[src/rtl/spd_pkg.sv]
`timescale 1ns/1ps
package spd_pkg;
  typedef enum logic {
    SPD_RISE = 1'b0,
    SPD_FALL = 1'b1
  } spd_edge_e;

  function automatic spd_edge_e spd_opposite(input spd_edge_e e);
    return (e == SPD_FALL) ? SPD_RISE : SPD_FALL;
  endfunction
endpackage

[src/rtl/spd_edge_flop.sv]
`timescale 1ns/1ps
module spd_edge_flop
  import spd_pkg::*;
#(
  parameter spd_edge_e EDGE = SPD_FALL
) (
  input  logic clk,
  input  logic rst,
  input  logic d,
  output logic q
);
  generate
    if (EDGE == SPD_FALL) begin : g_fall
      always_ff @(negedge clk) begin
        if (rst) q <= 1'b0;
        else     q <= d;
      end
    end else begin : g_rise
      always_ff @(posedge clk) begin
        if (rst) q <= 1'b0;
        else     q <= d;
      end
    end
  endgenerate
endmodule

[src/rtl/spd_chain.sv]
`timescale 1ns/1ps
module spd_chain
  import spd_pkg::*;
#(
  parameter int        NUM_STAGES = 7,
  parameter spd_edge_e EDGE       = SPD_FALL
) (
  input  logic                  clk,
  input  logic                  rst,
  input  logic                  d,
  output logic [NUM_STAGES-1:0] taps
);
  logic [NUM_STAGES:0] link;
  assign link[0] = d;

  for (genvar i = 0; i < NUM_STAGES; i++) begin : g_stage
    spd_edge_flop #(.EDGE(EDGE)) u_ff (
      .clk (clk),
      .rst (rst),
      .d   (link[i]),
      .q   (link[i+1])
    );
  end

  assign taps = link[NUM_STAGES:1];
endmodule

[src/rtl/serial_phase_delay.sv]
`timescale 1ns/1ps
module serial_phase_delay
  import spd_pkg::*;
#(
  parameter int        NUM_STAGES = 7,
  parameter bit        HALF_STEP  = 1'b0,
  parameter spd_edge_e MAIN_EDGE  = SPD_FALL
) (
  input  logic clk_fast,
  input  logic rst,
  input  logic ser_in,
  output logic ser_out
);
  localparam spd_edge_e OPP_EDGE = spd_opposite(MAIN_EDGE);
  localparam int        LAST     = NUM_STAGES - 1;

  logic [NUM_STAGES-1:0] taps_q;
  logic                  chain_out;

  spd_chain #(.NUM_STAGES(NUM_STAGES), .EDGE(MAIN_EDGE)) u_chain (
    .clk  (clk_fast),
    .rst  (rst),
    .d    (ser_in),
    .taps (taps_q)
  );

  assign chain_out = taps_q[LAST];

  generate
    if (HALF_STEP) begin : g_half
      spd_edge_flop #(.EDGE(OPP_EDGE)) u_half (
        .clk (clk_fast),
        .rst (rst),
        .d   (chain_out),
        .q   (ser_out)
      );
    end else begin : g_full
      assign ser_out = chain_out;
    end
  endgenerate
endmodule

[config.mk]
export PLATFORM = sky130hd
export DESIGN_NAME = serial_phase_delay
export DESIGN_NICKNAME = d
export VERILOG_FILES = /design/src/rtl/spd_pkg.sv /design/src/rtl/spd_edge_flop.sv /design/src/rtl/spd_chain.sv /design/src/rtl/serial_phase_delay.sv
export SDC_FILE = /design/constraint.sdc
export NUM_CORES = 1
export LEC_CHECK = 0
export ABC_AREA = 1
export BUFFER_PORTS_ARGS = -buffer_cell sky130_fd_sc_hd__buf_4
export CORE_AREA = 2 2 39 41
export CTS_BUF_LIST = sky130_fd_sc_hd__clkbuf_16
export CTS_CLUSTER_DIAMETER = 50
export DETAILED_ROUTE_END_ITERATION = 8
export DIE_AREA = 0 0 41 43
export GPL_TIMING_DRIVEN = 0
export SYNTH_ARGS = -nofsm -noshare
export SYNTH_HDL_FRONTEND = slang
export SYNTH_HIERARCHICAL = 1
export SYNTH_SLANG_ARGS = --single-unit
[constraint.sdc]
create_clock -name clk_fast -period 0.8 [get_ports clk_fast]
set_input_delay 0.08 -clock clk_fast [delete_from_list [all_inputs] [get_ports clk_fast]]
set_output_delay 0.08 -clock clk_fast [all_outputs]
set_load 0.02 [all_outputs]
==> metrics.md, run 1 <==
| Metric | Value |
|---|---|
| Commonest cells post-synth | `inv_1, dfxtp_1, nor2_2` |
| # fillers | `152` |
| Status | `finished, violations left` |
| Initial antenna violation count | `0` |
| EDFF count, synth | `0` |
| Hold_ws | `a little under 0.4 ns` |
| Largest delay contributor family on the critical path | `flip-flops` |
| Grt total ovfl | `0` |
| Cells after Synth | `28` |
| Registers with the most flip-flops | `u_chain/g_stage.u_ff/q x7` |
| Most frequent cell after synthesis | `inv_1` |
| Cell Chain, Critical Path | `buf_6` |
| Die Ht | `43 um` |
| Max-Cap Viols | `0` |
| Max incr delay on CP | `0.32 ns` |
| Initial core utilization | `17.1%` |
| Final worst slack | `-0.429 ns` |
| Syn. warnings | `6` |
| Ys async rst share | `0%` |
| Vias in the first global route | `approximately 200` |
| CP Launch Type | `flip-flop` |
| Via count | `162` |
| Worst R2R Start | `u_chain/g_stage[0].u_ff/q$_SDFF_NP0_` |
| Clock sinks | `7` |
| Gpl congestion | `approximately 0.65` |
| Pleak | `0.178 nW` |
| Sequential area share after synthesis | `59.3%` |
| Cells on Worst Hold Path | `3` |
| Top-Level Pins | `4` |
| Input/output buffers | `3` |
| Hold_sp | `ser_in` |
| Total negative slack | `-0.429 ns` |
| Synth-to-Final Area Change | `54.5%` |
| Largest area contributor in the netlist | `dfxtp_1` |
| Die width | `41 um` |
| Worst Path Arrival | `roughly 1.2 ns` |
| Global-route wire length before repair | `593 um` |
| Diodes inserted | `0` |
| Post-route ant nets | `0` |
| Max FFs per register | `7` |
| Main synth FF type | `dfxtp_1` |
| Global Route Usage Sum | `6.35%` |
| Crit path buffers/inverters | `1` |
| Worst path slowest cell | `dfxtp_4` |
| Hold Vio Cnt, Final | `0` |
| # placed instances | `47` |
| Layout cells sized above 1 | `between 40% and 50%` |
| Clk_lat worst skew | `0.31 ns` |
| Cell variety after synth | `3` |
| FF+latch count, synth | `7` |
| R2R setup slack | `just over 0.3 ns` |
| Syn avg cell area | `around 8.4 um^2` |
| Router iterations before antenna repair | `2` |
| Final setup violation count | `1` |
| DRC violations left | `0` |
| Final Util | `26.4%` |
| Top cells by area, synth | `dfxtp_1, inv_1, nor2_2` |
| H-tree levels | `1` |
| Crit. End Element | `output pin` |
| Fin nets | `39` |
| Clock Path Buffers | `2` |
| Vias per cell | `3.18` |
| Unrepaired setup endpoints after global routing | `yes` |
| WHS Endpoint | `u_chain/g_stage[0].u_ff/q$_SDFF_NP0_` |
| Syn Std Cell Area | `236 um^2` |
| DIE AREA | `about 0.0018 mm^2` |
| WS Path Type | `reg -> out` |
| Num rows | `14` |
| Post-CTS setup buffer count | `0` |
| Slew HR | `92.5%` |
| Worst R2R Path Depth | `2` |
| Largest reg by FF count | `u_chain/g_stage.u_ff/q` |
| DR iter-0 viols | `2` |
| Finished Layout Cells | `51` |
| Yosys top cell area share | `around three fifths` |
| CP Data Required Time | `0.72 ns` |
| CTS tree | `built` |
| Largest net degree at the start of global routing | `8` |
| Final Power | `1.34 mW` |
| DRT Wirelength | `341 um` |
| Crit path max fanout | `1` |
| Syn nets | `31` |
| Clock Tree Root | `clkbuf_16` |
| Slew Viols, Final | `0` |
| Failing checks | `setup timing` |
| PwrDens | `3680 mW/mm^2` |
| Avg WL per Cell | `6.69 um` |
| CTS Buf Count | `3` |
| Worst Tran Pin Value | `about 0.11 ns` |
| CORE AREA | `~0.0014 mm^2` |
| Skew final | `0.00528 ns` |
| FF-to-FF End | `u_chain/g_stage[1].u_ff/q$_SDFF_NP0_` |
| Clk slew on worst S/H paths | `0.03 ns` |
| Peak supply drop | `1.08 mV` |
| Detailed Place HPWL | `201 um` |
| Hold crit path type | `in -> reg` |
[placed cells by master, fill, tap and decap left out]
| cell | n |
|---|---|
| inv_1 | 15 |
| buf_6 | 1 |
| dfxtp_4 | 1 |
| nor2_2 | 7 |
| clkbuf_16 | 3 |
| buf_4 | 2 |
| dfxtp_1 | 6 |
[layer usage]
metal	global-route usage, %	share of wire (%)
met1	2.28	32
met2	7.50	52
met3	8.90	11
met4	10.0	5.0
met5	0	0
[cell type report]
class / count / area (um^2) / area share [%]
multi-input combinational: 7 / 43.8 / 12.0
inverter: 7 / 26.3 / 7.19
tap: 16 / 20.0 / 5.48
sequential: 7 / 144 / 39.4
clock inverter: 8 / 30.0 / 8.22
clock buffer: 3 / 75.1 / 20.5
timing repair buffer: 3 / 26.3 / 7.19
[what timing repair did]
item	CTS	global route
gates cloned	0	0
setup endpoints to repair	1	1
hold buffers	0	0
resized for setup	1	0
[how the worst max path moves through the flow]
stage / startpoint / to / slack [ns] / depth (start not counted)
finish: u_chain/g_stage[6].u_ff/q$_SDFF_NP0_ / ser_out / -0.43 / 1
global route: u_chain/g_stage[6].u_ff/q$_SDFF_NP0_ / ser_out / -0.46 / 1
CTS: u_chain/g_stage[6].u_ff/q$_SDFF_NP0_ / ser_out / -0.44 / 1
detailed placement: u_chain/g_stage[6].u_ff/q$_SDFF_NP0_ / ser_out / -0.14 / 1
global placement: u_chain/g_stage[6].u_ff/q$_SDFF_NP0_ / ser_out / -0.13 / 1
floorplan: u_chain/g_stage[6].u_ff/q$_SDFF_NP0_ / ser_out / -0.03 / 0
[power by group]
group	total (mW)	switching, mW	internal [mW]
clock	0.960	0.261	0.699
sequential	0.359	0.00186	0.357
combinational	0.0257	0.0146	0.0111
[cells by family after synthesis]
| group | count (synthesis) | share of synthesized area (%) |
|---|---|---|
| buffers and inverters | 14 | 22.2 |
| flip-flops | 7 | 59.3 |
| AND/OR/NAND/NOR | 7 | 18.5 |
[through the flow]
step           setup slack [ns]  cell area, um^2
2_1_floorplan           -0.0284              240
3_3_place_gp             -0.134              283
3_5_place_dp             -0.138              283
4_1_cts                  -0.436              365
5_1_grt                  -0.459              365
6_report                 -0.429              365
Power figures use the tool's default switching activity.
==> inputs of run 2 (changes only) <==
REMOVE_ABC_BUFFERS = 1   (was not set)
==> run 2 against run 1 <==
The flow still finishes with violations (setup timing). Critical path type unchanged. Global-route usage decreased by 0.11 points. Core utilization decreased by 0.18 points. Sequential share of layout area decreased by 0.42 points. Setup slack improved by 0.018 ns. Sequential cell count unchanged.
==> metrics.md, run 2 (synthesized netlist as in run 1, its figures left out) <==
| Metric | Value |
|---|---|
| Via count | `158 (was 162)` |
| Pre-CTS setup slack | `-0.0999 ns (was -0.138 ns)` |
| Initial core utilization | `17.1% (unchanged)` |
| Die width | `41 um (unchanged)` |
| Total negative slack | `-0.410 ns (was -0.429 ns)` |
| Final worst slack | `-0.410 ns (was -0.429 ns)` |
| Peak supply drop | `1.28 mV (was 1.08 mV)` |
| # fillers | `156 (was 152)` |
| Detailed Place HPWL | `187 um (was 201 um)` |
| Crit path max fanout | `1 (unchanged)` |
| DIE AREA | `0.00176 mm^2 (unchanged)` |
| DR iter-0 viols | `2 (unchanged)` |
| Commonest cells after routing, fill and taps aside | `inv_1, nor2_2, dfxtp_1, clkbuf_16, buf_4 (unchanged)` |
| Post-route ant nets | `0 (unchanged)` |
| Largest net degree at the start of global routing | `8 (unchanged)` |
| Clk slew on worst S/H paths | `0.03 ns (about the same)` |
| Vias in the first global route | `178 (was 199)` |
| Slew Viols, Final | `0 (unchanged)` |
| CTS tree | `built (unchanged)` |
| Unrepaired setup endpoints after global routing | `yes (unchanged)` |
| CP Data Required Time | `0.72 ns (about the same)` |
| Num rows | `14 (unchanged)` |
| Input/output buffers | `3 (unchanged)` |
| Worst path slowest cell | `dfxtp_2 (was dfxtp_4)` |
| WL met2 | `173 um (was 178 um)` |
| Final setup violation count | `1 (unchanged)` |
| Max FFs per register | `7 (unchanged)` |
| Global Route Usage Sum | `6.24% (was 6.35%)` |
| WS Path Type | `reg -> out (unchanged)` |
| Hold_ws | `0.379 ns (was 0.392 ns)` |
| CTS Buf Count | `3 (unchanged)` |
| Global-route wire length before repair | `593 um (unchanged)` |
| Diodes inserted | `0 (unchanged)` |
| Failing checks | `setup timing (unchanged)` |
| Router iterations before antenna repair | `2 (unchanged)` |
| Crit. End Element | `output pin (unchanged)` |
| Skew final | `0.00789 ns (was 0.00528 ns)` |
| Layout cells sized above 1 | `40.0% (unchanged)` |
| CP Launch Type | `flip-flop (unchanged)` |
| Pleak | `0.178 nW (about the same)` |
| Clock Tree Root | `clkbuf_16 (unchanged)` |
| Most common cell after layout, fill and taps aside | `inv_1 (unchanged)` |
| Status | `finished, violations left (unchanged)` |
| Grt total ovfl | `0 (unchanged)` |
| Clock Path Buffers | `2 (unchanged)` |
| Hold crit path type | `in -> reg (unchanged)` |
| Clk_lat worst skew | `0.31 ns (about the same)` |
| Hold Vio Cnt, Final | `0 (unchanged)` |
| Clock sinks | `7 (unchanged)` |
| Cell Chain, Critical Path | `buf_6 (unchanged)` |
| Final Util | `26.2% (was 26.4%)` |
| Max-Cap Viols | `0 (unchanged)` |
| DRT Wirelength | `332 um (was 341 um)` |
| DRC violations left | `0 (unchanged)` |
| Gpl congestion | `0.650 (was 0.647)` |
| Vias per cell | `3.10 (was 3.18)` |
| Fin nets | `39 (unchanged)` |
| Crit path buffers/inverters | `1 (unchanged)` |
| Worst Tran Pin Value | `0.114 ns (was 0.112 ns)` |
| Avg WL per Cell | `6.51 um (was 6.69 um)` |
| Max incr delay on CP | `0.30 ns (was 0.32 ns)` |
| M1 WL | `112 um (was 110 um)` |
| Die Ht | `43 um (unchanged)` |
| Worst Path Arrival | `1.13 ns (was 1.15 ns)` |
| CORE AREA | `0.00138 mm^2 (unchanged)` |
| Synth-to-Final Area Change | `53.4% (was 54.5%)` |
| Registers with the most flip-flops | `u_chain/g_stage.u_ff/q x7 (unchanged)` |
| H-tree levels | `1 (unchanged)` |
| Largest delay contributor family on the critical path | `flip-flops (unchanged)` |
| Max Used Layer | `met3 (was met4)` |
| Top-Level Pins | `4 (unchanged)` |
| Hold buffer count at CTS | `0 (unchanged)` |
| PwrDens | `3730 mW/mm^2 (was 3680 mW/mm^2)` |
| Initial antenna violation count | `0 (unchanged)` |
| DR WL met3 | `46 um (was 36 um)` |
| Largest reg by FF count | `u_chain/g_stage.u_ff/q (unchanged)` |
| Slew HR | `92.4% (was 92.5%)` |
-- run 2: cell types whose count changed in the layout (fill, tap and decap cells not counted) --
cell	previous run	this run
dfxtp_2	0	1
dfxtp_4	1	0
-- run 2: cell type report --
type                    count  area, um^2  share of cell area, %
multi-input cells           7        43.8                   12.1
clock inverters             8        30.0                   8.28
well taps                  16        20.0                   5.52
inverters                   7        26.3                   7.24
repair buffers              3        26.3                   7.24
clock buffers               3        75.1                   20.7
flip-flops and latches      7         141                   39.0
-- run 2: worst paths after layout --
check	cells past startpoint	end	from	slack (ns)
worst min register to register	2	u_chain/g_stage[1].u_ff/q$_SDFF_NP0_	u_chain/g_stage[0].u_ff/q$_SDFF_NP0_	0.40
worst max register to register	2	u_chain/g_stage[2].u_ff/q$_SDFF_NP0_	u_chain/g_stage[1].u_ff/q$_SDFF_NP0_	0.30
worst max-delay path	1	ser_out	u_chain/g_stage[6].u_ff/q$_SDFF_NP0_	-0.41
worst min-delay path	3	u_chain/g_stage[0].u_ff/q$_SDFF_NP0_	ser_in	0.38
-- run 2: per-stage QoR --
stage	instance area [um^2]	instances	power (mW)
floorplan	236	28	0.485
global placement	279	47	0.500
detailed placement	279	47	0.501
CTS	363	51	1.40
global route	363	51	1.45
finish	363	51	1.35
-- run 2: routing by layer --
| metal | global-route usage (%) | up-vias |
|---|---|---|
| met1 | 3.24 | 69 |
| li1 | - | 83 |
| met3 | 8.90 | 0 |
| met4 | 10.7 | 0 |
| met5 | 0 | - |
| met2 | 5.94 | 6 |
-- run 2: repair_timing --
action,4_1_cts,5_1_grt
endpoints found under the setup margin,1,1
endpoints found under the hold margin,0,0
gates resized for setup,2,0
buffers inserted,0,0
-- run 2: report_power, final --
| group | internal [mW] | switching, mW |
|---|---|---|
| clock network | 0.699 | 0.266 |
| registers | 0.360 | 0.00181 |
| logic | 0.0111 | 0.0142 |
